===== src/rtl/evpc_pkg.sv =====
`timescale 1ns/1ps
package evpc_pkg;
    localparam int unsigned DATA_W = 32;
    localparam int unsigned CNT_W  = DATA_W;
    localparam int unsigned CODE_W = 8;
    localparam int unsigned ADDR_W = 3;

    localparam logic [CODE_W-1:0] EV_EXT_A    = 8'h70;
    localparam logic [CODE_W-1:0] EV_EXT_B    = 8'h71;
    localparam logic [CODE_W-1:0] EV_EXT_PAIR = 8'h72;

    localparam int unsigned GEN_BIT = 8;

    typedef enum logic [ADDR_W-1:0] {
        RA_SEL  = 3'd0,
        RA_EVT  = 3'd1,
        RA_CNT  = 3'd2,
        RA_ENA  = 3'd3,
        RA_IEN  = 3'd4,
        RA_OVF  = 3'd5,
        RA_UEN  = 3'd6,
        RA_NONE = 3'd7
    } reg_addr_e;
endpackage


===== src/rtl/evpc_evt_decode.sv =====
`timescale 1ns/1ps
module evpc_evt_decode
    import evpc_pkg::*;
#(
    parameter int unsigned NUM_INT_EVT = 16
) (
    input  logic [CODE_W-1:0]      code,
    input  logic [NUM_INT_EVT-1:0] int_evt,
    input  logic [1:0]             ext_evt,
    output logic [1:0]             inc
);
    localparam int unsigned IDX_W = (NUM_INT_EVT > 1) ? $clog2(NUM_INT_EVT) : 1;

    always_comb begin
        inc = 2'd0;
        if ({{(32-CODE_W){1'b0}}, code} < 32'(NUM_INT_EVT)) begin
            inc = {1'b0, int_evt[code[IDX_W-1:0]]};
        end else begin
            case (code)
                EV_EXT_A:    inc = {1'b0, ext_evt[0]};
                EV_EXT_B:    inc = {1'b0, ext_evt[1]};
                EV_EXT_PAIR: inc = {1'b0, ext_evt[0]} + {1'b0, ext_evt[1]};
                default:     inc = 2'd0;
            endcase
        end
    end
endmodule


===== src/rtl/evpc_counter.sv =====
`timescale 1ns/1ps
module evpc_counter
    import evpc_pkg::*;
#(
    parameter int unsigned NUM_INT_EVT = 16
) (
    input  logic                   clk,
    input  logic                   rst_n,
    input  logic [CODE_W-1:0]      code,
    input  logic [NUM_INT_EVT-1:0] int_evt,
    input  logic [1:0]             ext_evt,
    input  logic                   cnt_en,
    input  logic                   wr_en,
    input  logic [CNT_W-1:0]       wr_data,
    output logic [CNT_W-1:0]       cnt_q,
    output logic                   wrap
);
    logic [1:0]       inc;
    logic [CNT_W-1:0] cnt_d;
    logic [CNT_W:0]   sum;

    evpc_evt_decode #(.NUM_INT_EVT(NUM_INT_EVT)) u_dec (
        .code    (code),
        .int_evt (int_evt),
        .ext_evt (ext_evt),
        .inc     (inc)
    );

    always_comb begin
        sum = {1'b0, cnt_q} + (CNT_W+1)'(cnt_en ? inc : 2'd0);
        if (wr_en) begin
            cnt_d = wr_data;
            wrap  = 1'b0;
        end else begin
            cnt_d = sum[CNT_W-1:0];
            wrap  = sum[CNT_W];
        end
    end

    always_ff @(posedge clk or negedge rst_n) begin
        if (!rst_n) cnt_q <= '0;
        else        cnt_q <= cnt_d;
    end

    p_reserved_hold_r4: assert property (@(posedge clk) disable iff (!rst_n)
        (!wr_en && (code inside {[8'h60:8'h6F], [8'h73:8'hFF]})) |=> $stable(cnt_q));

    p_disabled_hold_r5: assert property (@(posedge clk) disable iff (!rst_n)
        (!wr_en && !cnt_en) |=> $stable(cnt_q));

    p_write_wins_r6: assert property (@(posedge clk) disable iff (!rst_n)
        wr_en |=> (cnt_q == $past(wr_data)));

    p_wrap_small_r7: assert property (@(posedge clk) disable iff (!rst_n)
        wrap |=> (cnt_q < CNT_W'(2)));

    p_pair_adds_two_r3: assert property (@(posedge clk) disable iff (!rst_n)
        (cnt_en && !wr_en && code == EV_EXT_PAIR && ext_evt == 2'b11)
        |=> (cnt_q == $past(cnt_q) + CNT_W'(2)));
endmodule


===== src/rtl/evt_perf_unit.sv =====
`timescale 1ns/1ps
module evt_perf_unit
    import evpc_pkg::*;
#(
    parameter int unsigned NUM_CNT     = 4,
    parameter int unsigned NUM_INT_EVT = 16
) (
    input  logic                   clk,
    input  logic                   rst_n,
    input  logic                   req_valid,
    input  logic                   req_write,
    input  logic                   req_user,
    input  logic [ADDR_W-1:0]      req_addr,
    input  logic [DATA_W-1:0]      req_wdata,
    input  logic [NUM_INT_EVT-1:0] int_evt,
    input  logic [1:0]             ext_evt,
    output logic                   rsp_valid,
    output logic                   rsp_fault,
    output logic [DATA_W-1:0]      rsp_rdata,
    output logic                   irq_n
);
    localparam int unsigned SEL_W = (NUM_CNT > 1) ? $clog2(NUM_CNT) : 1;

    typedef struct packed {
        logic [SEL_W-1:0]               sel;
        logic [NUM_CNT-1:0][CODE_W-1:0] evt;
        logic [NUM_CNT-1:0]             ena;
        logic                           gen;
        logic [NUM_CNT-1:0]             ien;
        logic [NUM_CNT-1:0]             ovf;
        logic                           uen;
        logic                           rsp_valid;
        logic                           rsp_fault;
        logic [DATA_W-1:0]              rsp_rdata;
    } state_t;

    state_t st_d, st_q;

    logic [NUM_CNT-1:0][CNT_W-1:0] cnt_val;
    logic [NUM_CNT-1:0]            cnt_wr;
    logic [NUM_CNT-1:0]            cnt_wrap;
    logic                          fault;
    logic                          acc_ok;
    logic                          wr_ok;
    logic [DATA_W-1:0]             rd_val;
    reg_addr_e                     addr;

    for (genvar i = 0; i < NUM_CNT; i++) begin : g_cnt
        evpc_counter #(.NUM_INT_EVT(NUM_INT_EVT)) u_cnt (
            .clk     (clk),
            .rst_n   (rst_n),
            .code    (st_q.evt[i]),
            .int_evt (int_evt),
            .ext_evt (ext_evt),
            .cnt_en  (st_q.gen & st_q.ena[i]),
            .wr_en   (cnt_wr[i]),
            .wr_data (req_wdata),
            .cnt_q   (cnt_val[i]),
            .wrap    (cnt_wrap[i])
        );
    end

    always_comb begin
        addr   = reg_addr_e'(req_addr);
        fault  = req_valid && req_user &&
                 (!st_q.uen || (req_write && addr == RA_UEN));
        acc_ok = req_valid && !fault;
        wr_ok  = acc_ok && req_write;

        rd_val = '0;
        case (addr)
            RA_SEL: rd_val[SEL_W-1:0]   = st_q.sel;
            RA_EVT: rd_val[CODE_W-1:0]  = st_q.evt[st_q.sel];
            RA_CNT: rd_val              = cnt_val[st_q.sel];
            RA_ENA: begin
                rd_val[NUM_CNT-1:0] = st_q.ena;
                rd_val[GEN_BIT]     = st_q.gen;
            end
            RA_IEN: rd_val[NUM_CNT-1:0] = st_q.ien;
            RA_OVF: rd_val[NUM_CNT-1:0] = st_q.ovf;
            RA_UEN: rd_val[0]           = st_q.uen;
            default: rd_val = '0;
        endcase

        for (int i = 0; i < NUM_CNT; i++) begin
            cnt_wr[i] = wr_ok && addr == RA_CNT && st_q.sel == SEL_W'(i);
        end

        st_d           = st_q;
        st_d.rsp_valid = req_valid;
        st_d.rsp_fault = fault;
        st_d.rsp_rdata = (acc_ok && !req_write) ? rd_val : '0;

        if (wr_ok) begin
            case (addr)
                RA_SEL: st_d.sel = req_wdata[SEL_W-1:0];
                RA_EVT: st_d.evt[st_q.sel] = req_wdata[CODE_W-1:0];
                RA_ENA: begin
                    st_d.ena = req_wdata[NUM_CNT-1:0];
                    st_d.gen = req_wdata[GEN_BIT];
                end
                RA_IEN: st_d.ien = req_wdata[NUM_CNT-1:0];
                RA_OVF: st_d.ovf = st_q.ovf & ~req_wdata[NUM_CNT-1:0];
                RA_UEN: st_d.uen = req_wdata[0];
                default: ;
            endcase
        end
        st_d.ovf = st_d.ovf | cnt_wrap;
    end

    always_ff @(posedge clk or negedge rst_n) begin
        if (!rst_n) st_q <= '0;
        else        st_q <= st_d;
    end

    assign rsp_valid = st_q.rsp_valid;
    assign rsp_fault = st_q.rsp_fault;
    assign rsp_rdata = st_q.rsp_rdata;
    assign irq_n     = ~|(st_q.ovf & st_q.ien);

    p_fault_no_data_r10: assert property (@(posedge clk) disable iff (!rst_n)
        rsp_fault |-> (rsp_rdata == '0));

    p_fault_no_change_r10: assert property (@(posedge clk) disable iff (!rst_n)
        (req_valid && req_user && !st_q.uen)
        |=> ($stable(st_q.sel) && $stable(st_q.evt) && $stable(st_q.ena) &&
             $stable(st_q.ien) && $stable(st_q.uen) && $stable(st_q.gen)));

    p_priv_completes_r9: assert property (@(posedge clk) disable iff (!rst_n)
        (req_valid && !req_user) |=> (rsp_valid && !rsp_fault));

    p_user_uen_write_r11: assert property (@(posedge clk) disable iff (!rst_n)
        (req_valid && req_write && req_user && req_addr == RA_UEN)
        |=> (rsp_fault && $stable(st_q.uen)));
endmodule


===== config.mk =====
export PLATFORM = sky130hd
export DESIGN_NAME = evt_perf_unit
export DESIGN_NICKNAME = d
export VERILOG_FILES = /design/src/rtl/evpc_pkg.sv /design/src/rtl/evpc_evt_decode.sv /design/src/rtl/evpc_counter.sv /design/src/rtl/evt_perf_unit.sv
export SDC_FILE = /design/constraint.sdc
export NUM_CORES = 1
export LEC_CHECK = 0
export BUFFER_PORTS_ARGS = -buffer_cell sky130_fd_sc_hd__buf_2
export CAP_MARGIN = 10
export CORE_ASPECT_RATIO = 1.25
export CORE_MARGIN = 2
export CORE_UTILIZATION = 38
export DETAILED_ROUTE_END_ITERATION = 10
export GPL_TIMING_DRIVEN = 0
export SYNTH_ARGS = -nofsm -noshare
export SYNTH_HDL_FRONTEND = slang
export SYNTH_SLANG_ARGS = --single-unit
export TNS_END_PERCENT = 10

===== constraint.sdc =====
create_clock -name clk -period 3.5 [get_ports clk]
set_input_delay 0 -clock clk [delete_from_list [all_inputs] [get_ports clk]]
set_output_delay 0 -clock clk [all_outputs]
set_load 0.02 [all_outputs]

Word-level counts from Yosys, hierarchy flattened
Cells that the tools add are included.

word-level totals
  register bits after elaboration = 210
  bits in latches = 0
  RAM bits = 0
  bits in read-only memories = 0
  input port bits = 58
  word-level logic and storage cells = 131
  memories = 0

cells by class
  $add $sub $neg = 5
  $mul = 0
  divide/modulo/power cells = 0
  magnitude comparators = 10
  eq/ne operators = 21
  shift-type cells = 0
  multiplexer cells = 45
  bitwise logic cells = 8
  reductions and logical operators = 25

operators with widths
  kind                  number
  $mux W32              6
  $add A32 B33 Y33      4
  $eq A8 B7 Y1 const B  12
  $bmux W32 S2          1
  $bwmux W32            1
  $lt A8 B5 Y1 const B  4
  $pmux W2 S3           4
  $mux W23              1
  $lt A4 B5 Y1 const B  4
  $bmux W1 S4           4
  $bmux W8 S2           1
  $demux W8 S2          1
  $mux W2               8
  $mux W8               2
  $logic_and A1 B1 Y1   12
  $pmux W2 S5           1
  $reduce_and A2 Y1     5
  $eq A3 B3 Y1 const B  3
  $mux W1               9
  $and A4 B4 Y4         2
  $pmux W4 S2           1
  $pmux W1 S7           1
  $eq A3 B2 Y1 const B  2
  $pmux W1 S6           1
  other kinds (17)      24

Depth between registers and ports, before layout
  depth in word-level cells = 11
  mapped depth = 15

By module
Synthesis repeated with hierarchy kept, for this count alone.

second synthesis, totals
  cell total of the unflattened synthesis = 1322
  area, all modules = 13146.4 um^2

by module, submodules not included
  module                              times used  cells an instance  area each (um^2)  seq. area each (um^2)
  evpc_counter at g_cnt[0].u_cnt ...  3           223                1925.6            800.8
  evt_perf_unit                       1           325                4476.8            2052.0
  evpc_counter at g_cnt[2].u_cnt      1           216                1891.8            800.8
  evpc_evt_decode                     4           28                 250.2             0.0

Least setup slack after synthesis
Ideal clock, no wire load.

  path kind = reg-to-reg
  from = register st_q[72] (netlist name)
  to = register g_cnt[3].u_cnt.cnt_q[20]
  setup time = 77 ps
  data arrival time = 3101 ps
  slack = 322 ps
  cell stages (with the launch flop) = 15
  buffers on the path = 1
  cells stage by stage = dfrtp_1 buf_2 mux4_2 mux2i_1 mux2i_1 o2bb2ai_1 and3_1 ha_1 inv_1 fa_1 nand4b_1 nor4_1 nand3_1 xor2_1 a21oi_1

on the way
  cells in the longest elaborated chain, start to end = 6

RTL lines
  what                                                          RTL line                                      text
  from (decl)                                                   evt_perf_unit.sv:37                           state_t st_d, st_q;
  from (signal assigned)                                        evt_perf_unit.sv:113                          else st_q <= st_d;
  $bmux W1 S4 or $eq A8 B7 Y1 (tied branches)                   evpc_evt_decode.sv:17, evpc_evt_decode.sv:19
  $mux W1 (not written as such) or $pmux W2 S3 (tied branches)  evpc_evt_decode.sv:17, evpc_evt_decode.sv:19
  $mux W2 (*)                                                   evpc_evt_decode.sv:16                         if ({{(32-CODE_W){1'b0}}, code} < 32'(NUM_INT_EVT)) begin
  $mux W2 (*)                                                   evpc_counter.sv:30                            sum = {1'b0, cnt_q} + (CNT_W+1)'(cnt_en ? inc : 2'd0);
  $add A32 B33 Y33 (*)                                          evpc_counter.sv:30
  $mux W32 (*)                                                  evpc_counter.sv:31                            if (wr_en) begin
  net g_cnt[3].u_cnt.cnt_d[20]                                  evpc_counter.sv:19                            logic [CNT_W-1:0] cnt_d;
  to (signal assigned)                                          evpc_counter.sv:42                            else cnt_q <= cnt_d;
  to (decl)                                                     evpc_counter.sv:15                            output logic [CNT_W-1:0] cnt_q,

Mark *: on every way through the listed nets, which the timed path passes. The rest lies on a longest branch. The select of a mux whose other input is x is not followed.
A chain may end at the register's enable or synchronous reset.

Worst setup path in the final report
  from = register st_q[72] (netlist name)
  to = register g_cnt[3].u_cnt.cnt_q[30]

Same word-level chain as after synthesis.

==> results.py <==
metrics = {
    "run_status": {
        "outcome": "finished, violations left",
        "violations": "hold timing",
    },
    "yosys": {
        "synth_warnings": 0,
        "syn-instance-count": 1229,
        "synth-seq-area-share": 0.421,
        "synth_cell_types": 62,
        "syn-num-nets": 1300,
        "synth_area_per_cell_sq_um": 10.1,
        "ys_dominant_reg_cell": "dfrtp_1",
        "synth_top_area_frac": 0.421,
        "synth.area.top_cells": "dfrtp_1, mux4_2, xor2_1",
        "syn-cell-area_sq_um": 12500,
        "yosysTopAreaCell": "dfrtp_1",
        "ys_ff_latch": 210,
        "synth_most_common_cell": "dfrtp_1",
        "synth-async-reset-ratio": 1.00,
        "synthTopCellsByCount": "dfrtp_1, nand2_1, nor2_1",
        "synth_edf_count": 0,
    },
    "power": {
        "p_int_mw": 5.30,
        "netSwitchingPower_mw": 2.23,
        "netSwitchingFraction": 0.296,
        "p_comb_frac": 0.188,
        "pwr-share-clk": 0.382,
        "seqPwrFrac": 0.430,
        "cellPowerDensity_nw_per_um2": 501,
        "ir_drop_uv": 299,
        "power_leakage_nw": 6.57,
    },
    "cells_and_area": {
        "layout-drive-gt1-share": 0.247,
        "area_growth_pct": 20.5,
        "num_antenna_cells": 0,
        "post-route-util": 0.462,
        "nNetsFinal": 1460,
        "stdcell_count": 1823,
    },
    "global_route": {
        "grt.total_usage": 0.229,
        "grt.overflow.total": 0,
        "first_global_vias": 10500,
        "antenna_found_initial": 0,
        "grt_pass1_wl_um": 61100,
        "grt_max_degree": 85,
    },
    "clock_network": {
        "cts_root_buf": "clkbuf_16",
        "clk_pin_slew_ns": 0.06,
        "htree_levels": 1,
        "clk_path_buf_depth": 3,
        "cts_buffers": 25,
        "cts_tree": "built",
        "clock-sinks": 210,
        "clk_latency_ns": 0.53,
    },
    "die": {
        "die-area_sq_um": 34300,
        "die_y_um": 207,
        "io_pins": 93,
        "initial_core_util": 0.384,
        "core_region_area_sq_um": 32500,
        "die_w_um": 166,
        "placementRows": 74,
    },
    "timing": {
        "tightest_slew_ns": 1.14,
        "fin_crit_sh": 0.981,
        "grt_setup_unrepaired": "yes",
        "clock.fmax_mhz": 291,
        "worst_hold_slack_ns": -0.0180,
        "fin_skew_ns": 0.0168,
        "finalHoldViolCount": 4,
        "finalSetupViolCount": 0,
        "slew_violations": 0,
        "relSlewSlack": 0.239,
        "finalCriticalPeriod_ns": 3.44,
    },
    "place": {
        "dp_hpwl_um": 28800,
        "port-buffer-count": 91,
        "dp_cells": 1740,
        "gp_congestion": 0.898,
    },
    "setup_path": {
        "worstPathArrival_ns": 3.90,
        "cp-start-kind": "flop",
        "cp_data_required_time_ns": 3.96,
        "cp_max_fo": 9,
        "critPathCaptureType": "flop",
        "critical_path_class": "flop to flop",
    },
    "hold_path": {
        "hold_class": "input port to async pin",
    },
    "detailed_routing": {
        "wl_um": 39400,
        "vias_per_cell": 5.72,
        "firstDrtPassIters": 7,
        "drt_iter0_drc": 850,
        "drc_errors": 0,
        "wire_per_inst_um": 21.6,
        "routed-via-count": 10400,
        "ant_nets": 0,
    },
    "run": {
        "drv_cap": 0,
    },
}
[logic make-up after synthesis]
group	Yosys count	share of synthesized area
AO/OA/AOI/OAI	166	0.0721
XOR/XNOR	115	0.0808
adder cells (fa/ha/maj)	13	0.0155
buffers and inverters	118	0.0484
flip-flops	210	0.421
multiplexers	121	0.158
AND/OR/NAND/NOR	486	0.204
[registers in the layout (all words and copies together) (netlist names)]
signal	flops
g_cnt.u_cnt.cnt_q	128
st_q	48
rsp_rdata	32
rsp_fault	1
rsp_valid	1
[per-stage QoR]
stage	area, sq um	worst slack, ns	hold slack, ns	TNS, ns	power, mW
after floorplan	12500	0.322	-0.296	0	4.09
after global placement	13400	-1.39	0.175	-305.06	4.56
after detailed placement	13500	-1.01	-0.0262	-21.41	4.62
after CTS	14900	-0.0419	0.00776	-0.0419	7.54
after global routing	15000	-0.0694	0.0214	-0.191	7.87
final	15000	0.0648	-0.0180	0	7.53
[path summary, 6_finish.rpt]
| kind | from | end | slack (ns) | depth (start not counted) |
|---|---|---|---|---|
| min in group clk | req_write | st_q[34] | 0.05 | 4 |
| max in group asynchronous | rst_n | g_cnt[1].u_cnt.cnt_q[15] | 2.35 | 4 |
| max reg2reg | st_q[72] | g_cnt[3].u_cnt.cnt_q[30] | 0.06 | 15 |
| max | st_q[72] | g_cnt[3].u_cnt.cnt_q[30] | 0.06 | 15 |
| min reg2reg | st_q[35] | st_q[35] | 0.54 | 2 |
| min | rst_n | rsp_valid | -0.02 | 2 |
[power groups by stage]
stage          sequential (mW)  combinational (mW)  clock (mW)
6_report                  3.24                1.42        2.87
5_1_grt                   3.28                1.55        3.04
4_1_cts                   3.21                1.42        2.91
3_5_place_dp              3.23                1.39           0
3_3_place_gp              3.22                1.35           0
2_1_floorplan             3.09                1.00           0
[metal layers]
| metal | part of all wire | track usage | vias up |
|---|---|---|---|
| met5 | 0 | 0 | - |
| met4 | 0.052 | 0.116 | 0 |
| met3 | 0.057 | 0.0290 | 103 |
| met2 | 0.50 | 0.398 | 418 |
| met1 | 0.39 | 0.282 | 5184 |
| li1 | - | - | 4723 |
[repair_timing]
item | in CTS | in global routing
hold endpoints to repair | 281 | 0
pin swaps | 5 | 8
resized for setup | 29 | 21
setup buffers | 7 | 0
setup endpoints to repair | 55 | 53
hold buffers | 37 | 0
cloned | 0 | 0
[worst max-delay path, cell delays in order, from the launching register on]
cell	delay, ns
dfrtp_1	0.38
buf_6	0.15
mux4_2	0.33
mux2i_1	0.08
mux2i_1	0.20
o2bb2ai_1	0.14
and3_4	0.22
ha_4	0.15
inv_2	0.04
fa_2	0.36
nand4b_1	0.20
buf_6	0.16
nor4_4	0.21
nand3_2	0.17
or4b_1	0.50
nand3_1	0.09
[final cells by class]
type,count,area (sq um)
Buffer,94,529
Inverter,20,75.1
Timing Repair Buffer,137,951
Clock buffer,29,661
Multi-Input combinational cell,901,6790
Tap cell,418,523
Sequential cell,210,5260
Clock inverter,14,231
Fill cell,3036,17500
[layout by cell type, fill, tap and decap left out, types with 4 or more instances in the layout]
master         Yosys  layout
nand3_1           61      60
and2_1            11      11
bufinv_16          0       6
mux4_2            53      53
clkbuf_1          37      34
xnor2_1           42      42
dlygate4sd3_1      0      37
nor3_1            14      12
xor2_1            73      73
a31oi_1            8       8
buf_6              1       5
mux2i_1           16      16
inv_1             20      19
ha_1               9       6
dfrtp_1          210     208
nand2_1          126     126
and4_1             5       5
clkinv_2           0       4
nor2_1           104     103
o21ai_0           66      63
and3_1            49      47
fa_2               0       4
nor4_1            15      10
a21oi_1           71      71
clkbuf_16          0      25
nand4_1           39      39
nor4_4             2       6
nor4b_1            7       5
nand3b_1           5       5
buf_2             26     113
nand2b_1           4       4
mux2_2            50      50
nand4b_1          10      10
a22oi_1            5       5
nor2b_1            8       7
buf_4             32      37
or3_1              6       5
(Power assumes the default switching activity.)
